[src/rtl/pwm_out_gate.sv]
module pwm_out_gate #(
  parameter int N_OUT = 6
) (
  input  logic             clk,
  input  logic             rst_n,
  input  logic [N_OUT-1:0] raw_pwm,
  input  logic             wr_en,
  input  logic [N_OUT-1:0] wr_data,
  input  logic             cycle_sync,
  input  logic             mid_sync,
  input  logic             dbl_update,
  input  logic             pol_active_high,
  output logic [N_OUT-1:0] pwm_out,
  output logic [N_OUT-1:0] rd_shadow,
  output logic [N_OUT-1:0] active_mask
);

  logic [N_OUT-1:0] shadow_q, active_q, commit_val;
  logic cyc_prev, mid_prev, cyc_rise, mid_rise, commit;
  logic off_lvl;

  assign cyc_rise   = cycle_sync & ~cyc_prev;
  assign mid_rise   = mid_sync & ~mid_prev;
  assign commit     = cyc_rise | (dbl_update & mid_rise);
  assign commit_val = wr_en ? wr_data : shadow_q;
  assign off_lvl    = ~pol_active_high;

  always_ff @(posedge clk or negedge rst_n) begin
    if (!rst_n) begin
      cyc_prev <= 1'b0;
      mid_prev <= 1'b0;
      shadow_q <= '0;
      active_q <= '0;
    end else begin
      cyc_prev <= cycle_sync;
      mid_prev <= mid_sync;
      if (wr_en)  shadow_q <= wr_data;
      if (commit) active_q <= commit_val;
    end
  end

  for (genvar i = 0; i < N_OUT; i++) begin : g_gate
    assign pwm_out[i] = active_q[i] ? off_lvl : raw_pwm[i];
  end

  assign rd_shadow   = shadow_q;
  assign active_mask = active_q;

  assert_mask_hold_R7: assert property (@(posedge clk) disable iff (!rst_n)
    !(cycle_sync && !$past(cycle_sync)) && !(mid_sync && !$past(mid_sync))
    |=> $stable(active_mask));

  assert_single_mode_mid_ignored_R8: assert property (@(posedge clk) disable iff (!rst_n)
    (mid_sync && !dbl_update && (cycle_sync == cyc_prev || !cycle_sync))
    |=> $stable(active_mask));

  assert_write_wins_R9: assert property (@(posedge clk) disable iff (!rst_n)
    (wr_en && cycle_sync && !cyc_prev) |=> (active_mask == $past(wr_data)));

  assert_shadow_load_R6: assert property (@(posedge clk) disable iff (!rst_n)
    wr_en |=> (rd_shadow == $past(wr_data)));

  assert_all_off_R2: assert property (@(posedge clk) disable iff (!rst_n)
    (active_mask == {N_OUT{1'b1}}) |-> (pwm_out == {N_OUT{~pol_active_high}}));

endmodule

[config.mk]
export PLATFORM = sky130hd
export DESIGN_NAME = pwm_out_gate
export DESIGN_NICKNAME = d
export VERILOG_FILES = /design/src/rtl/pwm_out_gate.sv
export SDC_FILE = /design/constraint.sdc
export NUM_CORES = 1
export LEC_CHECK = 0
export BUFFER_PORTS_ARGS = -buffer_cell sky130_fd_sc_hd__buf_2
export CAP_MARGIN = 20
export CORE_ASPECT_RATIO = 1.4
export CORE_UTILIZATION = 35
export DETAILED_ROUTE_END_ITERATION = 12
export HOLD_SLACK_MARGIN = 0.1
export PLACE_DENSITY = 0.74
export SLEW_MARGIN = 20
export SYNTH_ARGS = -nofsm -noshare
export SYNTH_HDL_FRONTEND = slang
export SYNTH_SLANG_ARGS = --single-unit
[constraint.sdc]
create_clock -name clk -period 2 [get_ports clk]
set_input_delay 0.4 -clock clk [delete_from_list [all_inputs] [get_ports clk]]
set_output_delay 0.4 -clock clk [all_outputs]
set_load 0.005 [all_outputs]
## Word level (Yosys, flattened, before mapping)

Index checks and enable logic that the tools add are counted.

- Bitwise operators: 7
- Multiplexer cells: 7

Operators with widths:

| cell | count |
|---|---|
| 2-to-1 mux 1 bit | 6 |
| 2-to-1 mux 6 bit | 1 |
| AND 1 bit | 3 |
| NOT 1 bit | 3 |
| OR 1 bit | 1 |

- Register bits after elaboration: 14
- Input bits: 19
- Word-level logic and storage cells: 18

## Longest topological paths before layout

Gate-level depths: netlist of the first run.

- Depth after elaboration: 4
- Gate-level depth with buffers: 3

## Least setup slack after synthesis of the first run

Ideal clock, no wire load.

- Kind: input -> register
- From: in wr_en
- To: reg active_q[0] (netlist: active_mask[0])
- Slack: 820 ps
- Stages on the path: 3
- Path buffers: 1
- Data arrival time: 1055 ps
- Library setup time: 125 ps
- Cell sequence: buf_6 > mux2_4 > mux2_4

- Cells in the longest elaborated chain, start to end: 1

RTL lines:

| item | RTL line | source |
|---|---|---|
| from (decl) | 7 | `input logic wr_en,` |
| 2-to-1 mux 6 bit | n/a |  |
| named net commit_val[0] | 18 | `logic [N_OUT-1:0] shadow_q, active_q, commit_val;` |
| to (signal assigned) | 38 | `if (commit) active_q <= commit_val;` |
| to (decl) | 18 |  |

The timed path passes the listed nets, and every way through them passes these cells.
A chain may end at the register's enable or synchronous reset.

## Worst setup path in the final report of the first run

- From: reg active_q[4] (netlist: active_mask[4])
- To: out pwm_out[4]

- Cells in the longest elaborated chain, start to end: 1

RTL lines:

| item | RTL line | source |
|---|---|---|
| 2-to-1 mux 1 bit | 43 | `assign pwm_out[i] = active_q[i] ? off_lvl : raw_pwm[i];` |
| to (decl) | 13 | `output logic [N_OUT-1:0] pwm_out,` |

No other way between the ends.

==> reports/metrics.json, run 1 <==
{
  "outcome": "complete, no violations",
  "mappedNetlistNets": 61,
  "cts-root-to-sink-buffers": 2,
  "fill_cells": 160,
  "synth_sequential_area_ratio_pct": 53.7,
  "drt_iter0_markers": 4,
  "synth_instances": 42,
  "floorplan.io_pins": 37,
  "antenna_found_initial": 0,
  "post-place-ws_ns": 0.663,
  "ir_worst_vdd_v": 0.000417,
  "multi_input_comb_area_um2": 264,
  "power_leakage_nw": 0.497,
  "power.sequential.fraction_pct": 52.1,
  "initial_core_util_pct": 37.1,
  "ff_latch_area_um2": 350,
  "endpoint_kind": "output port",
  "tightestPinTransition_ns": 0.342,
  "fp.dieArea_um2": 2040,
  "grt_first_pass_wirelength_um": 1800,
  "postRouteAntennaNets": 0,
  "h-tree-depth": 1,
  "worstPathArrival_ns": 0.99,
  "placement.io_buffers": 36,
  "netSwitchingFraction_pct": 25.3,
  "clkSlewWorstSetupHoldPaths_ns": 0.07,
  "drt-vias-per-instance": 4.76,
  "die-width_um": 38.5,
  "synth-seq-cells": 14,
  "layout-area-overhead-vs-synth_pct": 34.7,
  "cts_resized": 0,
  "core_area_um2": 1760,
  "globalRouteOverflowTotal": 0,
  "drive_above_1_share_pct": 64.2,
  "report.final.slew_viol_count": 0,
  "first_global_vias": 399,
  "maxCapViolations": 0,
  "ys.warnings.count": 0,
  "hold_path_class": "in -> reg",
  "clock-root-buffer": "sky130_fd_sc_hd__clkbuf_4",
  "via_count": 481,
  "worst-setup-path-type": "reg -> out",
  "achievable-frequency_mhz": 721,
  "postLayoutSetupSlackWorst_ns": 0.613,
  "synth_cell_type_count": 7,
  "power_density_nw_per_um2": 779,
  "total_global_route_track_usage_pct": 13.5,
  "first_pass_iters": 4,
  "design.final.nets": 102,
  "antenna-diode-count": 0,
  "route.detailed.drc": 0,
  "cts-buffers-inserted": 3,
  "cp_max_fo": 3,
  "syn_area_um2": 652,
  "internal_portion_of_total_power_mw": 0.511,
  "final_number_of_setup_violating_endpoints": 0,
  "grt_setup_unrepaired": "no",
  "startpoint_type": "flop",
  "min_period_over_period_pct": 69.4,
  "die_h_um": 53.1,
  "wl_um": 1210,
  "dp_hpwl_um": 926,
  "comb_power_share_pct": 26.9,
  "syn_avg_cell_area_um2": 15.5,
  "pin_count_of_the_biggest_net_entering_global_routing": 15,
  "power_switching_mw": 0.173,
  "worst_skew_pair.late_latency_ns": 0.26,
  "tns_ns": 0,
  "timing.clock.skew_ns": 0.000727,
  "slew_headroom_pct": 77.2,
  "average_wire_per_standard_cell_um": 12.0,
  "number_of_clock_sinks": 14,
  "final_hold_viol_count": 0,
  "p_clk_share_pct": 21.1,
  "critical_path_required_ns": 1.60,
  "globalplace.congestion": 0.565,
  "rows": 18,
  "cts_tree": "done",
  "timing.final.crit_period_ns": 1.39
}
repair_timing:
item                      4_1_cts  5_1_grt
setup buffers                   0        0
hold buffers                    1        0
hold endpoints to repair       14        0
critical path, stage by stage, from the launching register on:
cell,delay [ns]
sky130_fd_sc_hd__dfrtp_1,0.41
sky130_fd_sc_hd__mux2i_1,0.19
sky130_fd_sc_hd__buf_2,0.13
logic make-up after synthesis:
| group | share of synthesized area [%] |
|---|---|
| compound gates | 3.07 |
| buf+inv | 5.76 |
| flops | 53.7 |
| mux | 36.9 |
| simple gates | 0.575 |
worst paths after layout:
check                      slack [ns]        endpoint  cells past startpoint            from
setup / recovery                 0.61      pwm_out[4]                      2  active_mask[4]
hold / removal                   0.25        mid_prev                      1        mid_sync
setup reg to reg                 0.86  active_mask[4]                      2        cyc_prev
hold reg to reg                  0.52    rd_shadow[2]                      1    rd_shadow[2]
max in group asynchronous        1.22        mid_prev                      2           rst_n
min in group asynchronous        0.55    rd_shadow[2]                      2           rst_n
stage by stage:
stage                     cells  cell area (µm²)  power (mW)  hold WS (ns)  utilization (%)
after floorplan              42              652       0.458         0.104                -
after global placement       97              846       0.540         0.298             48.1
after detailed placement     97              846       0.545         0.304             48.1
after CTS                   101              878       0.692         0.247             50.0
after global routing        101              878       0.725         0.247             50.0
final                       101              878       0.684         0.253             50.0
layout by cell type, fill, tap and decap left out:
master and instances:
sky130_fd_sc_hd__buf_2 36, sky130_fd_sc_hd__clkbuf_4 3, sky130_fd_sc_hd__dfrtp_1 14, sky130_fd_sc_hd__dlygate4sd3_1 1, sky130_fd_sc_hd__inv_1 7, sky130_fd_sc_hd__mux2_4 12, sky130_fd_sc_hd__mux2i_1 6, sky130_fd_sc_hd__nand2_1 1
sky130_fd_sc_hd__o22ai_4 1
synthesized netlist by cell type, drive strengths merged:
library cell	instances	area [µm²]
buf	1	11.3
nand2	1	3.75
inv	7	26.3
mux2	12	180
dfrtp	14	350
o22ai	1	20.0
mux2i	6	60.1
area by class of cell:
cell class	count	share of cell area [%]
inverters	7	2.99
clock buffers	3	2.56
multi-input cells	20	30.1
repair buffers	37	21.7
flip-flops and latches	14	39.9
well taps	20	2.85
power by group through the flow:
stage          Combinational [mW]  Sequential, mW  Clock, mW
2_1_floorplan              0.0979           0.360          0
3_3_place_gp                0.180           0.360          0
3_5_place_dp                0.185           0.360          0
4_1_cts                     0.186           0.356      0.149
5_1_grt                     0.201           0.362      0.161
6_report                    0.184           0.356      0.144
flip-flops by register name (all words and copies together), names as in the netlist:
signal	cells
active_mask	6
rd_shadow	6
cyc_prev	1
mid_prev	1
routing by layer:
| metal | wire (µm) | part of all wire (%) | global-route usage, % |
|---|---|---|---|
| met5 | 0 | 0 | 0 |
| met2 | 615 | 51 | 21.8 |
| met1 | 507 | 42 | 16.0 |
| met4 | 19 | 1.6 | 8.62 |
| met3 | 66 | 5.5 | 2.52 |
(Power assumes the default switching activity.)
==> run 2, diff against run 1 <==
- clock period: 2 -> 1.31 ns (I/O delays scaled with it)
==> reports/metrics.json, run 2 (synthesis results as in run 1) <==
{
  "outcome": {"value": "complete, no violations", "change": "unchanged"},
  "placement.io_buffers": {"value": 36, "change": "unchanged"},
  "worst_reg_to_reg_setup_slack": {"value": 0.17, "unit": "ns", "change": "was 0.86 ns"},
  "most_common_library_cell_in_the_layout_ignoring_fill_and_taps": {"value": "sky130_fd_sc_hd__buf_2", "change": "unchanged"},
  "floorplan.io_pins": {"value": 37, "change": "unchanged"},
  "first_global_vias": {"value": 399, "change": "unchanged"},
  "critical_path_buf_inv_count": {"value": 1, "change": "unchanged"},
  "final_cell_mix": {"value": "36 x sky130_fd_sc_hd__buf_2, 14 x sky130_fd_sc_hd__dfrtp_1, 12 x sky130_fd_sc_hd__mux2_4", "change": "unchanged"},
  "critical_path_required": {"value": 1.05, "unit": "ns", "change": "was 1.60 ns"},
  "worst-setup-path-type": {"value": "reg -> out", "change": "unchanged"},
  "power_leakage": {"value": 0.502, "unit": "nW", "change": "was 0.497 nW"},
  "report.final.slew_viol_count": {"value": 0, "change": "unchanged"},
  "startpoint_of_the_most_critical_hold_path": {"value": "mid_sync", "change": "unchanged"},
  "worst_skew_pair.late_latency": {"value": 0.26, "unit": "ns", "change": "about the same"},
  "die_h": {"value": 53.1, "unit": "µm", "change": "unchanged"},
  "reg2reg_depth": {"value": 2, "change": "unchanged"},
  "globalRouteOverflowTotal": {"value": 0, "change": "unchanged"},
  "average_wire_per_standard_cell": {"value": 11.9, "unit": "µm", "change": "was 12.0 µm"},
  "clkSlewWorstSetupHoldPaths": {"value": 0.07, "unit": "ns", "change": "about the same"},
  "placedCellCount": {"value": 97, "change": "unchanged"},
  "r2r-end": {"value": "active_mask[4]", "change": "unchanged"},
  "cts_tree": {"value": "done", "change": "unchanged"},
  "finish.cell_count_without_fillers": {"value": 102, "change": "was 101"},
  "tns": {"value": 0, "unit": "ns", "change": "unchanged"},
  "slew_headroom": {"value": 77.2, "unit": "%", "change": "unchanged"},
  "first_pass_iters": {"value": 4, "change": "unchanged"},
  "antenna-diode-count": {"value": 0, "change": "unchanged"},
  "die-width": {"value": 38.5, "unit": "µm", "change": "unchanged"},
  "final_hold_viol_count": {"value": 0, "change": "unchanged"},
  "post-route-util": {"value": 50.4, "unit": "%", "change": "was 50.0%"},
  "cp_max_fo": {"value": 3, "change": "unchanged"},
  "layout-area-overhead-vs-synth": {"value": 35.9, "unit": "%", "change": "was 34.7%"},
  "hold_path_class": {"value": "in -> reg", "change": "unchanged"},
  "fp.dieArea": {"value": 2040, "unit": "µm²", "change": "unchanged"},
  "clock-root-buffer": {"value": "sky130_fd_sc_hd__clkbuf_4", "change": "unchanged"},
  "slowest_delay": {"value": 0.40, "unit": "ns", "change": "was 0.41 ns"},
  "critical-path-slowest-cell": {"value": "sky130_fd_sc_hd__dfrtp_1", "change": "unchanged"},
  "ir_worst_vdd": {"value": 0.000648, "unit": "V", "change": "was 0.000417 V"},
  "grt_setup_unrepaired": {"value": "no", "change": "unchanged"},
  "globalplace.congestion": {"value": 0.565, "change": "unchanged"},
  "cts-buffers-inserted": {"value": 3, "change": "unchanged"},
  "drt-vias-per-instance": {"value": 4.78, "change": "was 4.76"},
  "worst_slack_on_hold_paths": {"value": 0.115, "unit": "ns", "change": "was 0.253 ns"},
  "cts-root-to-sink-buffers": {"value": 2, "change": "unchanged"},
  "final_number_of_setup_violating_endpoints": {"value": 0, "change": "unchanged"},
  "design.final.nets": {"value": 103, "change": "was 102"},
  "initial_core_util": {"value": 37.1, "unit": "%", "change": "unchanged"},
  "antenna_found_initial": {"value": 0, "change": "unchanged"},
  "drive_above_1_share": {"value": 64.6, "unit": "%", "change": "was 64.2%"},
  "drt_iter0_markers": {"value": 4, "change": "unchanged"},
  "wl": {"value": 1210, "unit": "µm", "change": "about the same"},
  "worstPathArrival": {"value": 0.97, "unit": "ns", "change": "was 0.99 ns"},
  "tightestPinTransition": {"value": 0.342, "unit": "ns", "change": "unchanged"},
  "worstSetupPathDepth": {"value": 2, "change": "unchanged"},
  "h-tree-depth": {"value": 1, "change": "unchanged"},
  "total_power": {"value": 1.05, "unit": "mW", "change": "was 0.684 mW"},
  "timing.hold.worst_endpoint": {"value": "mid_prev", "change": "unchanged"},
  "r2r-start": {"value": "cyc_prev", "change": "unchanged"},
  "timing.final.crit_period_ns": 1.23,
  "core_area": {"value": 1760, "unit": "µm²", "change": "unchanged"},
  "endpoint_kind": {"value": "output port", "change": "unchanged"},
  "route.detailed.drc": {"value": 0, "change": "unchanged"},
  "cp_cell_sequence": {"value": "mux2i_1 -> buf_2", "change": "unchanged"},
  "power_density": {"value": 1190, "unit": "nW/µm²", "change": "was 779 nW/µm²"},
  "postRouteAntennaNets": {"value": 0, "change": "unchanged"},
  "min_period_over_period_pct": 93.7,
  "timing.hold.worst_path_depth": {"value": 1, "change": "unchanged"},
  "number_of_clock_sinks": {"value": 14, "change": "unchanged"},
  "timing.clock.skew": {"value": 0.000665, "unit": "ns", "change": "was 0.000727 ns"},
  "grt_first_pass_wirelength": {"value": 1800, "unit": "µm", "change": "unchanged"},
  "cts_resized": {"value": 0, "change": "unchanged"},
  "maxCapViolations": {"value": 0, "change": "unchanged"},
  "pin_count_of_the_biggest_net_entering_global_routing": {"value": 15, "change": "unchanged"},
  "achievable-frequency_mhz": 815,
  "startpoint_type": {"value": "flop", "change": "unchanged"},
  "critical-path-top-delay-family": {"value": "flip-flops", "change": "unchanged"},
  "total_global_route_track_usage": {"value": 13.5, "unit": "%", "change": "unchanged"},
  "dp_hpwl": {"value": 926, "unit": "µm", "change": "unchanged"},
  "rows": {"value": 18, "change": "unchanged"},
  "via_count": {"value": 488, "change": "was 481"}
}
==> run 2: cell count changes in the layout (fill, tap and decap cells not counted), sizes merged <==
cell	previous run	this run
buf	36	37
==> run 2: how the worst max path moves through the flow <==
stage	from	endpoint	slack [ns]
6_report	active_mask[3]	pwm_out[3]	0.08
5_1_grt	active_mask[0]	pwm_out[0]	0.008
3_5_place_dp	wr_en	active_mask[4]	0.11
2_1_floorplan	cyc_prev	active_mask[0]	0.23
4_1_cts	active_mask[4]	pwm_out[4]	0.05
3_3_place_gp	wr_en	active_mask[2]	0.12
==> run 2: power by group <==
part / switching, mW / internal, mW
clock: 0.114 / 0.106
combinational: 0.102 / 0.191
sequential: 0.0489 / 0.491
total: 0.265 / 0.788
==> run 2: through the flow <==
stage          worst slack, ns  area (µm²)
5_1_grt                0.00756         886
6_report                0.0829         886
4_1_cts                 0.0495         878
3_3_place_gp             0.119         846
3_5_place_dp             0.111         846
2_1_floorplan            0.226         652
==> run 2: metal layers <==
layer | routed length, µm | global-route usage (%) | part of all wire [%] | vias up
met5 | 0 | 0 | 0 | -
met2 | 617 | 21.8 | 51 | 21
li1 | - | - | - | 222
met4 | 19 | 8.62 | 1.6 | 0
met1 | 505 | 16.0 | 42 | 243
met3 | 66 | 2.52 | 5.5 | 2
==> run 2: cell type report <==
type                            instances  area (µm²)
Clock buffer                            3        22.5
Fill cell                             161         871
Inverter                                7        26.3
Multi-Input combinational cell         20         264
Sequential cell                        14         350
Tap cell                               20        25.0
Timing Repair Buffer                   38         198
==> run 2: what timing repair did <==
action,CTS,global route
buffers inserted,0,1
endpoints found under the setup margin,0,1
hold buffers,1,0
endpoints found under the hold margin,14,0
==> run 2: worst reg2reg max path: cells and delay by family (launching register included) <==
kind,cells,cell delay [ns]
muxes,1,0.34
AOI/OAI and AO/OA,1,0.30
DFF,1,0.40
